[src/rtl/bsd_pkg.sv]
`timescale 1ns/1ps
// Shared definitions for the bus select decoder.
// Assumes a 3-bit segment code taken from the address bus.
package bsd_pkg;
    localparam int SEG_BITS = 3;
    localparam int NSEG     = 1 << SEG_BITS;

    // Segment code to destination map; codes 6 and 7 select nothing.
    typedef enum logic [SEG_BITS-1:0] {
        SEG_KROM  = 3'd0,
        SEG_KRAM  = 3'd1,
        SEG_PROM  = 3'd2,
        SEG_ARAM  = 3'd3,
        SEG_ERAM  = 3'd4,
        SEG_PORT  = 3'd5,
        SEG_SPR6  = 3'd6,
        SEG_SPR7  = 3'd7
    } seg_e;

    // Index of each port decoder in the port decoder array.
    localparam int PDEC_OUT_HI = 0;
    localparam int PDEC_OUT_LO = 1;
    localparam int PDEC_IN_HI  = 2;
    localparam int PDEC_IN_LO  = 3;
    localparam int NPDEC       = 4;
endpackage

[src/rtl/bsd_onehot_dec.sv]
`timescale 1ns/1ps
// Enabled binary-to-one-hot decoder with active-low outputs.
// Assumes: code_i is stable while en_i is high; at most one output is low.
module bsd_onehot_dec #(
    parameter int IN_W = 3,
    localparam int OUT_N = 1 << IN_W
) (
    input  logic              en_i,
    input  logic [IN_W-1:0]   code_i,
    output logic [OUT_N-1:0]  sel_n_o
);
    // One comparator per output line.
    for (genvar g = 0; g < OUT_N; g++) begin : g_line
        assign sel_n_o[g] = ~(en_i && (code_i == IN_W'(g)));
    end
endmodule

[src/rtl/bsd_lane_strobes.sv]
`timescale 1ns/1ps
// Byte-lane qualifier: splits an enabled bus cycle into read and write
// enables per data lane. Assumes active-low data strobes and rw = 1 for read.
module bsd_lane_strobes (
    input  logic en_i,
    input  logic rw_i,
    input  logic uds_n_i,
    input  logic lds_n_i,
    output logic wr_hi_o,
    output logic wr_lo_o,
    output logic rd_hi_o,
    output logic rd_lo_o
);
    logic hi_act;
    logic lo_act;

    // Lane activity from the data strobes, gated by the cycle enable.
    always_comb begin
        hi_act  = en_i && !uds_n_i;
        lo_act  = en_i && !lds_n_i;
        wr_hi_o = hi_act && !rw_i;
        wr_lo_o = lo_act && !rw_i;
        rd_hi_o = hi_act && rw_i;
        rd_lo_o = lo_act && rw_i;
    end
endmodule

[src/rtl/bsd_selftest.sv]
`timescale 1ns/1ps
// Self-test window detector. An access with the top address bit set,
// outside interrupt acknowledge, is a self-test access. Reads give a
// combinational output enable; writes give a one-clock latch-enable pulse
// per address-strobe cycle. Assumes synchronous active-low reset.
module bsd_selftest (
    input  logic clk,
    input  logic rst_n,
    input  logic as_n_i,
    input  logic iack_i,
    input  logic top_bit_i,
    input  logic rw_i,
    input  logic ds_any_i,
    output logic hit_o,
    output logic oe_o,
    output logic le_q_o
);
    logic wr_req;
    logic fired_q;

    // Classify the current cycle.
    always_comb begin
        hit_o  = !as_n_i && !iack_i && top_bit_i;
        oe_o   = hit_o && rw_i;
        wr_req = hit_o && !rw_i && ds_any_i;
    end

    // One pulse per strobe cycle; the fired flag rearms when AS- goes idle.
    always_ff @(posedge clk) begin
        if (!rst_n || as_n_i) begin
            le_q_o  <= 1'b0;
            fired_q <= 1'b0;
        end else begin
            le_q_o <= wr_req && !fired_q;
            if (wr_req) begin
                fired_q <= 1'b1;
            end
        end
    end
endmodule

[src/rtl/bus_select_decoder.sv]
`timescale 1ns/1ps
// Memory and port select decoder for a 68000-style bus.
// Segments of 64 KB are decoded from A[SEG_LO+2:SEG_LO], banks of emulation
// RAM from A[BANK_BIT], port numbers from A[PORT_LO+PORT_BITS-1:PORT_LO].
// The top address bit opens the self-test window. All outputs are registered
// and reflect the inputs sampled at the previous rising edge.
module bus_select_decoder #(
    parameter int ADDR_W    = 24,
    parameter int SEG_LO    = 16,
    parameter int BANK_BIT  = 15,
    parameter int PORT_LO   = 1,
    parameter int PORT_BITS = 3,
    localparam int NPORT    = 1 << PORT_BITS,
    localparam int ST_BIT   = ADDR_W - 1
) (
    input  logic              clk,
    input  logic              rst_n,
    input  logic [ADDR_W-1:1] addr_i,
    input  logic              as_n_i,
    input  logic              rw_i,
    input  logic              uds_n_i,
    input  logic              lds_n_i,
    input  logic              iack_i,
    output logic              krom_sel_n_o,
    output logic              kram_hi_sel_n_o,
    output logic              kram_lo_sel_n_o,
    output logic              prom_sel_n_o,
    output logic              aram_sel_n_o,
    output logic              eram_a_sel_n_o,
    output logic              eram_b_sel_n_o,
    output logic              wu_n_o,
    output logic              wl_n_o,
    output logic [NPORT-1:0]  out_hi_sel_n_o,
    output logic [NPORT-1:0]  out_lo_sel_n_o,
    output logic [NPORT-1:0]  in_hi_sel_n_o,
    output logic [NPORT-1:0]  in_lo_sel_n_o,
    output logic              st_oe_n_o,
    output logic              st_le_o
);
    import bsd_pkg::*;

    logic                             mem_ok;
    logic [NSEG-1:0]                  seg_n;
    logic                             wr_hi, wr_lo, rd_hi, rd_lo;
    logic                             st_hit, st_oe, st_le;
    logic                             port_en;
    logic [NPDEC-1:0]                 pdec_en;
    logic [NPDEC-1:0][NPORT-1:0]      pdec_n;
    logic                             unused_addr;

    logic krom_nx, kram_hi_nx, kram_lo_nx, prom_nx, aram_nx;
    logic eram_a_nx, eram_b_nx, wu_nx, wl_nx;

    // Address bits outside the decoded fields are not used here.
    assign unused_addr = ^addr_i;

    // Internal (non-self-test) access qualifier.
    assign mem_ok = !as_n_i && !iack_i && !addr_i[ST_BIT];

    // Segment decoder over the 64 KB segment code.
    bsd_onehot_dec #(.IN_W(SEG_BITS)) u_seg_dec (
        .en_i    (mem_ok),
        .code_i  (addr_i[SEG_LO+SEG_BITS-1:SEG_LO]),
        .sel_n_o (seg_n)
    );

    // Byte-lane read and write enables for internal accesses.
    bsd_lane_strobes u_lanes (
        .en_i    (mem_ok),
        .rw_i    (rw_i),
        .uds_n_i (uds_n_i),
        .lds_n_i (lds_n_i),
        .wr_hi_o (wr_hi),
        .wr_lo_o (wr_lo),
        .rd_hi_o (rd_hi),
        .rd_lo_o (rd_lo)
    );

    // Self-test window and latch-enable pulse.
    bsd_selftest u_selftest (
        .clk       (clk),
        .rst_n     (rst_n),
        .as_n_i    (as_n_i),
        .iack_i    (iack_i),
        .top_bit_i (addr_i[ST_BIT]),
        .rw_i      (rw_i),
        .ds_any_i  (!uds_n_i || !lds_n_i),
        .hit_o     (st_hit),
        .oe_o      (st_oe),
        .le_q_o    (st_le)
    );

    // Port decoder enables, one per direction and lane.
    always_comb begin
        port_en              = !seg_n[SEG_PORT];
        pdec_en[PDEC_OUT_HI] = port_en && wr_hi;
        pdec_en[PDEC_OUT_LO] = port_en && wr_lo;
        pdec_en[PDEC_IN_HI]  = port_en && rd_hi;
        pdec_en[PDEC_IN_LO]  = port_en && rd_lo;
    end

    // Four separate port decoders sharing the port-number field.
    for (genvar p = 0; p < NPDEC; p++) begin : g_pdec
        bsd_onehot_dec #(.IN_W(PORT_BITS)) u_pdec (
            .en_i    (pdec_en[p]),
            .code_i  (addr_i[PORT_LO+PORT_BITS-1:PORT_LO]),
            .sel_n_o (pdec_n[p])
        );
    end

    // Next-state values of the memory selects and write strobes.
    always_comb begin
        krom_nx    = seg_n[SEG_KROM];
        kram_hi_nx = seg_n[SEG_KRAM] || uds_n_i;
        kram_lo_nx = seg_n[SEG_KRAM] || lds_n_i;
        prom_nx    = seg_n[SEG_PROM];
        aram_nx    = seg_n[SEG_ARAM];
        eram_a_nx  = seg_n[SEG_ERAM] ||  addr_i[BANK_BIT];
        eram_b_nx  = seg_n[SEG_ERAM] || !addr_i[BANK_BIT];
        wu_nx      = !wr_hi;
        wl_nx      = !wr_lo;
    end

    // Output register stage; reset and idle strobe leave everything inactive.
    always_ff @(posedge clk) begin
        if (!rst_n) begin
            krom_sel_n_o    <= 1'b1;
            kram_hi_sel_n_o <= 1'b1;
            kram_lo_sel_n_o <= 1'b1;
            prom_sel_n_o    <= 1'b1;
            aram_sel_n_o    <= 1'b1;
            eram_a_sel_n_o  <= 1'b1;
            eram_b_sel_n_o  <= 1'b1;
            wu_n_o          <= 1'b1;
            wl_n_o          <= 1'b1;
            out_hi_sel_n_o  <= '1;
            out_lo_sel_n_o  <= '1;
            in_hi_sel_n_o   <= '1;
            in_lo_sel_n_o   <= '1;
            st_oe_n_o       <= 1'b1;
        end else begin
            krom_sel_n_o    <= krom_nx;
            kram_hi_sel_n_o <= kram_hi_nx;
            kram_lo_sel_n_o <= kram_lo_nx;
            prom_sel_n_o    <= prom_nx;
            aram_sel_n_o    <= aram_nx;
            eram_a_sel_n_o  <= eram_a_nx;
            eram_b_sel_n_o  <= eram_b_nx;
            wu_n_o          <= wu_nx;
            wl_n_o          <= wl_nx;
            out_hi_sel_n_o  <= pdec_n[PDEC_OUT_HI];
            out_lo_sel_n_o  <= pdec_n[PDEC_OUT_LO];
            in_hi_sel_n_o   <= pdec_n[PDEC_IN_HI];
            in_lo_sel_n_o   <= pdec_n[PDEC_IN_LO];
            st_oe_n_o       <= !st_oe;
        end
    end

    // Latch enable is already registered inside the self-test unit.
    assign st_le_o = st_le;

    // The hit flag is used only for checking consistency with the OE.
    logic unused_hit;
    assign unused_hit = st_hit;
endmodule

[config.mk]
export PLATFORM = sky130hd
export DESIGN_NAME = bus_select_decoder
export DESIGN_NICKNAME = d
export VERILOG_FILES = /design/src/rtl/bsd_pkg.sv /design/src/rtl/bsd_onehot_dec.sv /design/src/rtl/bsd_lane_strobes.sv /design/src/rtl/bsd_selftest.sv /design/src/rtl/bus_select_decoder.sv
export SDC_FILE = /design/constraint.sdc
export NUM_CORES = 1
export LEC_CHECK = 0
export ABC_CLOCK_PERIOD_IN_PS = 1200
export BUFFER_PORTS_ARGS = -buffer_cell sky130_fd_sc_hd__clkbuf_2
export CORE_MARGIN = 5
export CORE_UTILIZATION = 39
export CTS_CLUSTER_SIZE = 8
export DETAILED_ROUTE_END_ITERATION = 10
export PLACE_DENSITY = 0.74
export SLEW_MARGIN = 20
export SYNTH_ARGS = -nofsm -noshare
export SYNTH_HDL_FRONTEND = slang
export SYNTH_SLANG_ARGS = --single-unit
[constraint.sdc]
create_clock -name clk -period 1.2 [get_ports clk]
set_input_delay 0.24 -clock clk [delete_from_list [all_inputs] [get_ports clk]]
set_output_delay 0.24 -clock clk [all_outputs]
set_load 0.03 [all_outputs]
==> results.cfg <==
[run_status]
status = complete, no violations

[timing]
min_period_ns = 1.119
fmax_mhz = 893.7
hold_violations = 0
slew_violations = 0
clock_skew_ns = 0.00009884
rsz0062_at_grt = false
setup_viol = 0
fin_crit_sh = 0.9324
slew_headroom = 0.8135
fin_ws_ns = 0.08109
worst-slew-pin-transition_ns = 0.2759

[layout]
finish.net_count = 223
multi_input_area_um2 = 473.0
final_common_cell = clkbuf_2
n_antenna_cell = 0
final_util = 0.5659
layout_common_cells = clkbuf_2 (56), dfxtp_1 (44), nand4_1 (25)
drive_gt1_frac = 0.4433
regArea_um2 = 880.8
syn2layout_area_growth_pct = 38.48
nFillCells = 320
final_area_mm2 = 0.001918

[setup_path]
arrival_ns = 0.88
cpLargestDelayFamily = flip-flops
crit_path_start_kind = flop
cp.depth = 1
critical_path_required_ns = 0.96
critPathMaxStageDelay_ns = 0.33
cp-end-kind = primary output
worstPathCellList = clkbuf_2
path_buf_inv = 1
worstPathMaxFanout = 1
critical_path_class = flop to primary output
r2r_cells = 2
cp_slowest_cell = dfxtp_1

[global_route]
antenna_found_initial = 0
global_route.overflow_total = 0
grt_pass1_vias = 1143
grt.total_usage = 0.1377
grt_max_degree = 33
grt_first_pass_wirelength_um = 5354

[place]
preCtsSetupSlack_ns = -0.09202
placed_area_mm2 = 0.001856
numPortBuffers = 57
dp.final_hpwl_um = 2412
gp_routability_congestion = 0.7954

[routing]
route.met3.wl_um = 343
drc = 0
wl_met2_um = 1576
drt_wl_total_um = 3150
ant_nets = 0
m1WireLength_um = 1207
vias_per_cell = 5.013
dr.pass1.iters = 4
topRoutingLayerUsed = met4
drt_iter0_drc = 59
vias = 1203
wire_per_inst_um = 13.13

[clocking]
cts_buffers = 5
cts.repair.resized = 0
clockBufferDepth = 2
cts_setup_buffers = 0
cts_tree = yes
cts.sinks = 44
ctsHoldBuffers = 0
clk_pin_slew_ns = 0.11
htreeDepth = 2
clk_latency_ns = 0.34
cts-root-buf = clkbuf_4

[floorplan]
die_y_um = 69.60
fp-row-count = 21
io_pins = 73
die_w_um = 69.60
die_area_mm2 = 0.004843
start_util = 0.4086
core_mm2 = 0.003390

[pwr]
p_per_area_mw_per_mm2 = 1222
peakVddDrop_mv = 0.8441
power_w = 0.002345
p_leak_nw = 0.7770

[logic_synthesis]
synth.avg_cell_area_um2 = 11.74
synth_area_mm2 = 0.001385
ys_ff_latch = 44
yosysUniqueCellTypes = 22
yosys_warnings = 0
yosysSeqAreaShare = 0.6360
synthesis.nets = 148
synth_cells = 118

[job]
cap_viol_max_count = 0

[min_path]
hold_class = primary input to flop
hold_depth = 2
final timing paths:
check	from	slack (ns)	endpoint
worst max-delay path	out_hi_sel_n_o[5]	0.08	out_hi_sel_n_o[5]
worst min register to register	u_selftest.fired_q	0.46	u_selftest.le_q_o
worst max register to register	u_selftest.fired_q	0.45	u_selftest.fired_q
worst min-delay path	addr_i[15]	0.06	eram_b_sel_n_o
where the power goes:
group	internal, W	switching, W	total [W]	leakage, nW
clock network	0.000287	0.000413	0.000700	0.0315
registers	0.00146	0.000000979	0.00146	0.356
logic	0.0000791	0.000102	0.000181	0.389
total	0.00183	0.000516	0.00234	0.777
flip-flops by register name, summed over array words and instances (netlist names), 8 cells and up:
name / cells
out_hi_sel_n_o: 8
in_lo_sel_n_o: 8
in_hi_sel_n_o: 8
out_lo_sel_n_o: 8
cells in the mapped netlist:
cell,n,area share
nor4bb_1,4,0.029
nor4b_1,3,0.019
dfxtp_1,44,0.64
inv_1,1,0.0027
nor2_1,3,0.0081
nand4bb_1,1,0.0081
clkbuf_1,3,0.0081
and4_1,1,0.0063
nor4b_2,2,0.022
buf_2,5,0.018
or4b_1,1,0.0072
a2111oi_2,1,0.011
nand2_1,4,0.011
and4b_1,3,0.022
nand4_1,25,0.11
a221oi_1,1,0.0063
nor2b_1,3,0.014
nand2b_1,1,0.0045
nand3b_1,1,0.0054
nand4b_1,2,0.013
or4bb_1,1,0.0081
nand3_1,8,0.029
kinds of logic (layout without fill, tap and decap cells):
kind of cell	Yosys count	in the layout	share of synthesized area
flip-flops	44	44	0.6359
AO/OA/AOI/OAI	2	2	0.01716
buffers and inverters	9	85	0.02890
AND/OR/NAND/NOR	63	63	0.3180
routing by layer:
| metal | track usage | vias to the layer above |
|---|---|---|
| met3 | 0.07536 | 3 |
| met2 | 0.2362 | 49 |
| met4 | 0.02603 | 0 |
| met5 | 0 | - |
| met1 | 0.1501 | 552 |
| li1 | - | 599 |
stage by stage:
| stage | hold slack (ns) | instances | TNS (ns) |
|---|---|---|---|
| floorplan | 0.3139 | 118 | 0 |
| finish | 0.06167 | 240 | 0 |
| CTS | 0.04873 | 240 | 0 |
| detailed placement | 0.4218 | 232 | -0.9625 |
| global route | 0.03999 | 240 | 0 |
| global placement | 0.4133 | 232 | -0.6075 |
cell type report:
cell class	count	area share
inverter	1	0.001957
clock inverter	1	0.003914
multi-input combinational	65	0.2466
tap	46	0.03001
timing repair buffer	76	0.2296
sequential	44	0.4592
clock buffer	7	0.02870
(Power assumes the default switching activity.)
